===== src/rtl/nvu_pkg.sv =====
package nvu_pkg;
    localparam int ADDR_W = 13;
    localparam int STEPS  = 6;
    localparam int STEP_W = $clog2(STEPS);

    typedef logic [ADDR_W-1:0] addr_t;
    typedef logic [STEP_W-1:0] step_t;

    typedef enum logic [1:0] {CMD_NONE, CMD_STORE, CMD_RECALL} cmd_e;
    typedef enum logic [1:0] {HZ_IDLE, HZ_WAIT, HZ_RUN} hz_e;

    localparam addr_t STORE_TAIL  = 13'h0F0F;
    localparam addr_t RECALL_TAIL = 13'h0F0E;

    // fixed prefix of the unlock chain, indexed by step
    function automatic addr_t key_addr(input step_t idx);
        case (idx)
            step_t'(0): key_addr = 13'h0000;
            step_t'(1): key_addr = 13'h1555;
            step_t'(2): key_addr = 13'h0AAA;
            step_t'(3): key_addr = 13'h1FFF;
            default:    key_addr = 13'h10F0;
        endcase
    endfunction
endpackage


===== src/rtl/nvu_access_decode.sv =====
module nvu_access_decode (
    input  logic clk,
    input  logic rst,
    input  logic rd_strobe,
    input  logic chip_sel_n,
    input  logic wr_en_n,
    output logic rd_evt,
    output logic wr_evt
);
    logic strobe_q;

    always_ff @(posedge clk) begin
        if (rst) strobe_q <= 1'b0;
        else     strobe_q <= rd_strobe;
    end

    assign rd_evt = rd_strobe & ~strobe_q & ~chip_sel_n & wr_en_n;
    assign wr_evt = ~chip_sel_n & ~wr_en_n;

    a_r8_single_count: assert property (@(posedge clk) disable iff (rst)
        rd_evt |=> !rd_evt);
endmodule


===== src/rtl/nvu_matcher.sv =====
module nvu_matcher
    import nvu_pkg::*;
(
    input  logic  clk,
    input  logic  rst,
    input  logic  rd_evt,
    input  logic  wr_evt,
    input  logic  inhibit,
    input  addr_t addr,
    output cmd_e  fire,
    output logic  store_q,
    output logic  recall_q
);
    localparam step_t LAST = step_t'(STEPS - 1);

    step_t step_q, step_d;
    logic  is_head;

    assign is_head = (addr == key_addr(step_t'(0)));

    always_comb begin
        step_d = step_q;
        fire   = CMD_NONE;
        if (inhibit || wr_evt) begin
            step_d = '0;
        end else if (rd_evt) begin
            if (step_q == LAST) begin
                if (addr == STORE_TAIL)       fire = CMD_STORE;
                else if (addr == RECALL_TAIL) fire = CMD_RECALL;
                if (fire == CMD_NONE && is_head) step_d = step_t'(1);
                else                             step_d = '0;
            end else if (addr == key_addr(step_q)) begin
                step_d = step_q + step_t'(1);
            end else begin
                step_d = is_head ? step_t'(1) : step_t'(0);
            end
        end
    end

    always_ff @(posedge clk) begin
        if (rst) begin
            step_q   <= '0;
            store_q  <= 1'b0;
            recall_q <= 1'b0;
        end else begin
            step_q   <= step_d;
            store_q  <= (fire == CMD_STORE);
            recall_q <= (fire == CMD_RECALL);
        end
    end

    a_r2_store_one_clk: assert property (@(posedge clk) disable iff (rst)
        store_q |=> !store_q);
    a_r3_recall_one_clk: assert property (@(posedge clk) disable iff (rst)
        recall_q |=> !recall_q);
    a_r3_exclusive: assert property (@(posedge clk) disable iff (rst)
        !(store_q && recall_q));
    a_r6_write_clears: assert property (@(posedge clk) disable iff (rst)
        wr_evt |=> (step_q == '0));
    a_r10_no_cmd_inhibit: assert property (@(posedge clk) disable iff (rst)
        inhibit |=> !(store_q || recall_q));
    a_r4_step_bound: assert property (@(posedge clk) disable iff (rst)
        step_q <= LAST);
endmodule


===== src/rtl/nvu_hiz_ctrl.sv =====
module nvu_hiz_ctrl
    import nvu_pkg::*;
#(
    parameter int WAIT_LIM = 16
) (
    input  logic clk,
    input  logic rst,
    input  cmd_e fire,
    input  logic nv_busy,
    output logic hiz
);
    localparam int CNT_W = $clog2(WAIT_LIM + 1);

    hz_e              st_q;
    logic [CNT_W-1:0] wait_q;

    always_ff @(posedge clk) begin
        if (rst) begin
            st_q   <= HZ_IDLE;
            wait_q <= '0;
        end else begin
            case (st_q)
                HZ_IDLE: if (fire != CMD_NONE) begin
                    st_q   <= HZ_WAIT;
                    wait_q <= '0;
                end
                HZ_WAIT: begin
                    if (nv_busy)                              st_q <= HZ_RUN;
                    else if (wait_q == CNT_W'(WAIT_LIM - 1))  st_q <= HZ_IDLE;
                    wait_q <= wait_q + CNT_W'(1);
                end
                HZ_RUN:  if (!nv_busy) st_q <= HZ_IDLE;
                default: st_q <= HZ_IDLE;
            endcase
        end
    end

    assign hiz = (st_q != HZ_IDLE);

    a_r9_release_idle: assert property (@(posedge clk) disable iff (rst)
        (hiz && $past(nv_busy) && nv_busy) |=> hiz);
    a_r11_wait_bound: assert property (@(posedge clk) disable iff (rst)
        (st_q == HZ_WAIT) |-> (wait_q < CNT_W'(WAIT_LIM)));
endmodule


===== src/rtl/nv_unlock_seq.sv =====
module nv_unlock_seq
    import nvu_pkg::*;
#(
    parameter int WAIT_LIM = 16
) (
    input  logic              clk,
    input  logic              rst,
    input  logic [ADDR_W-1:0] acc_addr,
    input  logic              rd_strobe,
    input  logic              chip_sel_n,
    input  logic              wr_en_n,
    input  logic              nv_busy,
    output logic              store_cmd,
    output logic              recall_cmd,
    output logic              out_hiz
);
    logic rd_evt, wr_evt;
    cmd_e fire;

    nvu_access_decode u_dec (
        .clk(clk), .rst(rst), .rd_strobe(rd_strobe),
        .chip_sel_n(chip_sel_n), .wr_en_n(wr_en_n),
        .rd_evt(rd_evt), .wr_evt(wr_evt)
    );

    nvu_matcher u_match (
        .clk(clk), .rst(rst), .rd_evt(rd_evt), .wr_evt(wr_evt),
        .inhibit(nv_busy | out_hiz), .addr(acc_addr), .fire(fire),
        .store_q(store_cmd), .recall_q(recall_cmd)
    );

    nvu_hiz_ctrl #(.WAIT_LIM(WAIT_LIM)) u_hiz (
        .clk(clk), .rst(rst), .fire(fire), .nv_busy(nv_busy), .hiz(out_hiz)
    );

    a_r9_hiz_with_cmd: assert property (@(posedge clk) disable iff (rst)
        (store_cmd || recall_cmd) |-> out_hiz);
    a_r1_quiet_after_reset: assert property (@(posedge clk)
        $past(rst) |-> !(store_cmd || recall_cmd || out_hiz));
endmodule


===== config.mk =====
export PLATFORM = sky130hd
export DESIGN_NAME = nv_unlock_seq
export DESIGN_NICKNAME = d
export VERILOG_FILES = /design/src/rtl/nvu_pkg.sv /design/src/rtl/nvu_access_decode.sv /design/src/rtl/nvu_matcher.sv /design/src/rtl/nvu_hiz_ctrl.sv /design/src/rtl/nv_unlock_seq.sv
export SDC_FILE = /design/constraint.sdc
export NUM_CORES = 1
export LEC_CHECK = 0
export ABC_AREA = 0
export BUFFER_PORTS_ARGS = -buffer_cell sky130_fd_sc_hd__buf_2
export CORE_ASPECT_RATIO = 0.8
export CORE_UTILIZATION = 45
export DETAILED_ROUTE_END_ITERATION = 8
export PLACE_DENSITY = 0.73
export SETUP_SLACK_MARGIN = 0.1
export SLEW_MARGIN = 0
export SYNTH_ARGS = -nofsm -noshare
export SYNTH_HDL_FRONTEND = slang
export SYNTH_SLANG_ARGS = --single-unit

===== constraint.sdc =====
create_clock -name clk -period 2 [get_ports clk]
set_input_delay 0.1 -clock clk [delete_from_list [all_inputs] [get_ports clk]]
set_output_delay 0.1 -clock clk [all_outputs]
set_load 0.005 [all_outputs]

Word-level counts from Yosys, hierarchy flattened
Cells that the tools add are included.
W data, S select, Z words.
{"block": "totals", "register_bits": 13, "input_bits": 19, "mem_bits_rw": 0, "romBits": 0, "memories": 0, "latch_bits": 0, "wordCells": 66}
{"block": "classes", "eq_ne": 15, "div": 0, "n_addsub": 2, "mul": 0, "n_mux": 23, "order_cmp": 0, "n_bitwise": 8, "n_shift": 0, "reduce_logical": 12}
{"op": "$pmux W13 S4", "count": 1}
{"op": "$mux W13", "count": 3}
{"op": "$eq A13 B12 Y1 const B", "count": 2}
{"op": "$mux W2", "count": 12}
{"op": "$eq A13 B13 Y1", "count": 1}
{"op": "$logic_not A13 Y1", "count": 1}
{"op": "$pmux W5 S2", "count": 1}
{"op": "$eq A3 B2 Y1 const B", "count": 2}
{"op": "$mux W3", "count": 2}
{"op": "$pmux W2 S3", "count": 1}
{"op": "$reduce_bool A2 Y1", "count": 3}
{"op": "$add A5 B1 Y5 const B", "count": 1}
{"op": "$eq A5 B4 Y1 const B", "count": 1}
{"op": "$mux W5", "count": 1}
{"op": "$and A1 B1 Y1", "count": 4}
{"op": "$eq A2 B1 Y1 const B", "count": 2}
{"op": "$eq A2 B2 Y1 const B", "count": 2}
{"op": "$logic_not A2 Y1", "count": 2}
{"op": "$add A3 B1 Y3 const B", "count": 1}
{"op": "$eq A3 B1 Y1 const B", "count": 1}
{"op": "$eq A3 B3 Y1 const B", "count": 1}
{"op": "$logic_not A3 Y1", "count": 1}
{"op": "$ne A3 B2 Y1 const B", "count": 1}
{"op": "$not A1 Y1", "count": 3}
{"op": "9 further kinds", "count": 10}

Longest topological paths before layout
{"block": "depth", "depth_word": 12, "mapped_depth": 8}

Modules after synthesis
From an unflattened synthesis, not the netlist that was laid out.
{"block": "unflattened", "cells_unflattened": 101, "area_unflattened_um2": 849.6}
{"mod": "nvu_matcher", "area_each_um2": 451.7, "cells_each": 56, "seq_area_each_um2": 100.1, "instances": 1}
{"mod": "nvu_hiz_ctrl", "area_each_um2": 349.1, "cells_each": 40, "seq_area_each_um2": 140.1, "instances": 1}
{"mod": "nvu_access_decode", "area_each_um2": 42.5, "cells_each": 4, "seq_area_each_um2": 20.0, "instances": 1}
{"mod": "nv_unlock_seq", "area_each_um2": 6.3, "cells_each": 1, "seq_area_each_um2": 0.0, "instances": 1}

Worst setup path after synthesis
No wires, ideal clock.
{"block": "synth_path", "path_type": "flip-flop to flip-flop", "startpoint": "register u_match.step_q[0]", "endpoint": "register u_match.step_q[1]", "path_stages_with_launch": 8, "required_ns": 1.930, "setup_slack_ns": 0.120, "arrival_time_ns": 1.810, "n_path_buf": 0, "cell_sequence": "dfxtp_1 -> ha_1 -> ha_1 -> or3_4 -> or3_1 -> a2bb2oi_2 -> nand4_1 -> a21oi_1"}
{"block": "synth_via", "elab_chain_cells": 8, "word_cells_on_any_way": 13, "classes_between": "1 x add/sub; 5 x eq/ne; 6 x mux; 1 x reduce/logical"}
{"element": "from (decl)", "line_no": "nvu_matcher.sv:16", "rtl": "step_t step_q, step_d;"}
{"element": "from (signal assigned)", "line_no": "nvu_matcher.sv:46", "rtl": "step_q <= step_d;"}
{"element": "$eq A3 B2 Y1, or another cell as far along", "line_no": "nvu_pkg.sv:17", "rtl": "case (idx)"}
{"element": "$pmux W13 S4", "line_no": "nvu_pkg.sv:17"}
{"element": "$mux W13", "line_no": "nvu_matcher.sv:27", "rtl": "if (step_q == LAST) begin"}
{"element": "$mux W13", "line_no": "nvu_matcher.sv:26", "rtl": "end else if (rd_evt) begin"}
{"element": "$mux W13", "line_no": "nvu_matcher.sv:24", "rtl": "if (inhibit || wr_evt) begin"}
{"element": "$eq A13 B13 Y1", "line_no": "nvu_matcher.sv:32", "rtl": "end else if (addr == key_addr(step_q)) begin"}
{"element": "$mux W3", "line_no": "nvu_matcher.sv:32"}
{"element": "$mux W3 (*)", "line_no": "nvu_matcher.sv:27"}
Every way passes the cells marked *; elsewhere a longest branch is shown, timed or not. The select of a mux whose other input is x is not followed.
A chain may end at the register's enable or synchronous reset.

Worst setup path after layout
Ends and elaborated chain as after synthesis.

==> reports/results.tsv <==
stage	metric	value	unit
floorplan	I/O pin cnt	22	
critical_path	Crit Path Max Fanout	4	
cells_and_area	share of cells above drive strength 1	34.4	%
synthesis	mux share of post-synthesis cell area	1.36	%
placed_design	Final GP Congestion	0.832	
status	status	complete, no violations	
critical_path	Worst R2R Path Depth	7	
cts	Root Buffer	clkbuf_4	
cells_and_area	Final Instance Area	1060	um2
detailed_routing	ANT nets after route	0	
detailed_routing	DR pass1 iterations	4	
timing	Tcrit/Tclk final	92.9	%
grt	pin count of the biggest net entering global routing	12	
critical_path	CP required	2.21	ns
detailed_routing	Vias/cell	5.52	
grt	first-pass GRT wire length	2970	um
synthesis	Seq cells post-synth	13	
grt	initial antenna violation count	0	
critical_path	Critical Path Start Type	flop	
critical_path	reg2reg setup slack	0.14	ns
floorplan	Initial Util	49.4	%
timing	Fin Hold WS	0.0378	ns
timing	worst slew pin tran	0.435	ns
synthesis	adder-cell area share of the yosys netlist	10.6	%
timing	post-route setup slack	0.142	ns
power_and_ir_drop	leakage	0.426	nW
floorplan	die height	40.3	um
synthesis	YS warnings	0	
floorplan	Die X	49.9	um
power_and_ir_drop	Power Total	0.469	mW
cts	hold_buf cts	0	
timing	setup violators final	0	
synthesis	post-synth cell types	35	
synthesis	Post-Synth Simple-Gate Area	33.6	%
timing	RSZ-0062 raised after global routing	yes	
synthesis	post-synthesis compound-gate area fraction	17.4	%
timing	Max-slew headroom	70.6	%
synthesis	most area-consuming cells after synthesis	dfxtp_1, ha_1, a21oi_1	
detailed_routing	DRC	0	
cts	TritonCTS buffer count	3	
cells_and_area	final cell count without fillers	150	
worst_hold_path	hold path depth	2	
flow_run	Max Cap Viol	0	
critical_path	crit path capture type	flop	
detailed_routing	Routed Wire Length	1850	um
synthesis	Main synth FF type	dfxtp_1	
synthesis	Post-Synth XOR/XNOR Area	1.06	%
synthesis	Gate Count Post-Synth	101	
synthesis	Post-synth EDFFs	0	
synthesis	top cell type by total area after synthesis	dfxtp_1	
detailed_routing	Routed WL per cell	12.4	um
cts	Clock Latency Late Sink	0.28	ns
placed_design	Cells after DPL	146	
placed_design	dpl hpwl	1420	um
timing	max frequency	538	MHz
grt	total global routing overflow	0	
cells_and_area	# diodes	0	
cts	Max clock buf depth	2	
critical_path	critical path arrival	2.07	ns
timing	clock skew	0.00197	ns
synthesis	Post-synth ARST share	0	%
cells_and_area	final net count	155	
floorplan	core area	1680	um2
placed_design	DP Worst Slack	0.0275	ns
cts	CTS clock-pin slew for the worst setup and hold paths	0.08	ns
grt	vias in the first global route	710	
placed_design	placed instance area	978	um2
synthesis	largest family of logic cells by synthesized area	simple AND/OR/NAND/NOR gates	
detailed_routing	DR vias	828	
floorplan	die footprint	2010	um2
synthesis	Seq/Total Area, Yosys	31.5	%
grt	gr usage total	20.5	%
cts	TritonCTS clock tree	done	
cells_and_area	synth-to-layout area growth	28.0	%
placed_design	input/output buffers	21	
cells_and_area	utilization after layout	63.2	%
timing	Pins Over Slew Limit	0	
synthesis	Post-Syn Area	827	um2
cts	Setup Buffers After CTS	0	
worst_hold_path	hold crit path type	primary input to flop	
synthesis	synthesized area per cell	8.19	um2
timing	minimum clock period	1.86	ns
power_and_ir_drop	pwr/cell area	443	nW/um2
synthesis	syn_nets	127	
detailed_routing	DRT iter0 DRCs	15	
cts	CTS sink count	13	
timing	setup_tns	0	ns
synthesis	Yosys top cell area share	31.5	%
floorplan	row cnt	13	
power_and_ir_drop	worst-case vdd ir drop	0.473	mV
cts	H-tree depth	1	
critical_path	crit path kind	flop to flop	
timing	Hold Vio Cnt, Final	0	
cells in the mapped netlist, drive strengths merged, types with 2 or more instances:
| master | instances |
|---|---|
| a21oi | 10 |
| dfxtp | 13 |
| nand2b | 3 |
| or3 | 5 |
| o21ai | 5 |
| inv | 5 |
| nor3 | 6 |
| nand2 | 6 |
| clkbuf | 2 |
| nand3 | 5 |
| or2 | 2 |
| a2bb2oi | 2 |
| nor2b | 2 |
| nor4 | 3 |
| ha | 7 |
| nor3b | 2 |
| nor2 | 5 |
| nand4 | 3 |
report_power, final:
part,leakage [nW],internal (mW),switching (mW)
clock network,0.0177,0.0742,0.0902
logic,0.302,0.0234,0.0231
registers,0.106,0.258,0.000215
total,0.426,0.356,0.114
worst paths after layout:
check | from | endpoint
setup reg to reg | u_match.step_q[0] | u_match.step_q[1]
hold / removal | acc_addr[0] | u_match.recall_q
hold reg to reg | u_match.step_q[1] | u_match.step_q[1]
setup / recovery | u_match.step_q[0] | u_match.step_q[1]
sequential cells by signal, summed over array words and instances, names as in the netlist:
| signal | cells |
|---|---|
| u_dec.strobe_q | 1 |
| u_hiz.st_q | 2 |
| u_hiz.wait_q | 5 |
| u_match.recall_q | 1 |
| u_match.step_q | 3 |
| u_match.store_q | 1 |
cells by family (layout without fill, tap and decap cells):
family	Yosys count	count (layout)
simple gates	48	48
mux	1	1
buf+inv	8	35
compound gates	23	23
xor+xnor	1	1
fa+ha+maj	7	7
flops	13	13
cell usage in the layout (no fill, tap or decap), drive strengths merged:
| cell | Yosys | final |
|---|---|---|
| nand4bb | 1 | 1 |
| clkbuf | 2 | 3 |
| a41oi | 1 | 1 |
| a2bb2oi | 2 | 2 |
| nor3b | 2 | 2 |
| clkinv | 0 | 1 |
| or2 | 2 | 2 |
| ha | 7 | 7 |
| nor2b | 2 | 2 |
| nand3 | 5 | 5 |
| and2b | 1 | 1 |
| or2b | 1 | 1 |
| o21ai | 5 | 5 |
| o21bai | 1 | 1 |
| or3 | 5 | 5 |
| or3b | 1 | 1 |
| xnor2 | 1 | 1 |
| a21o | 1 | 1 |
| nand3b | 1 | 1 |
| nand2 | 6 | 6 |
| buf | 1 | 26 |
| mux2 | 1 | 1 |
| nand2b | 3 | 3 |
| a31oi | 1 | 1 |
| a21oi | 10 | 10 |
| and3 | 1 | 1 |
| nor3 | 6 | 6 |
| inv | 5 | 5 |
| nor4 | 3 | 3 |
| nand4 | 3 | 3 |
| o211ai | 1 | 1 |
| nor2 | 5 | 5 |
| o31ai | 1 | 1 |
| dfxtp | 13 | 13 |
metal layers:
metal	up-vias	part of all wire, %	GRT usage (%)
li1	426	-	-
met1	379	52	25.9
met2	23	43	35.8
met3	0	5.4	5.68
met4	0	0	4.29
met5	-	0	0
final cells by class:
cell class / count / area (um2)
Multi-Input combinational cell: 80 / 577
Fill cell: 142 / 617
Clock buffer: 3 / 22.5
Inverter: 5 / 18.8
Sequential cell: 13 / 265
Clock inverter: 1 / 5.00
Tap cell: 22 / 27.5
Timing Repair Buffer: 26 / 143
worst max-delay path: stages, from the launching register on:
cell and delay [ns]:
dfxtp_4 0.37, ha_4 0.16, ha_4 0.15, or3_4 0.33, or3_4 0.35, a2bb2oi_4 0.19, nand4_1 0.11, a21oi_1 0.14
repair_timing:
| item | 4_1_cts | 5_1_grt |
|---|---|---|
| gates resized for setup | 5 | 8 |
| setup endpoints to repair | 3 | 4 |
| pin swaps | 4 | 4 |
Note: power is estimated with default switching activity, not from simulation.
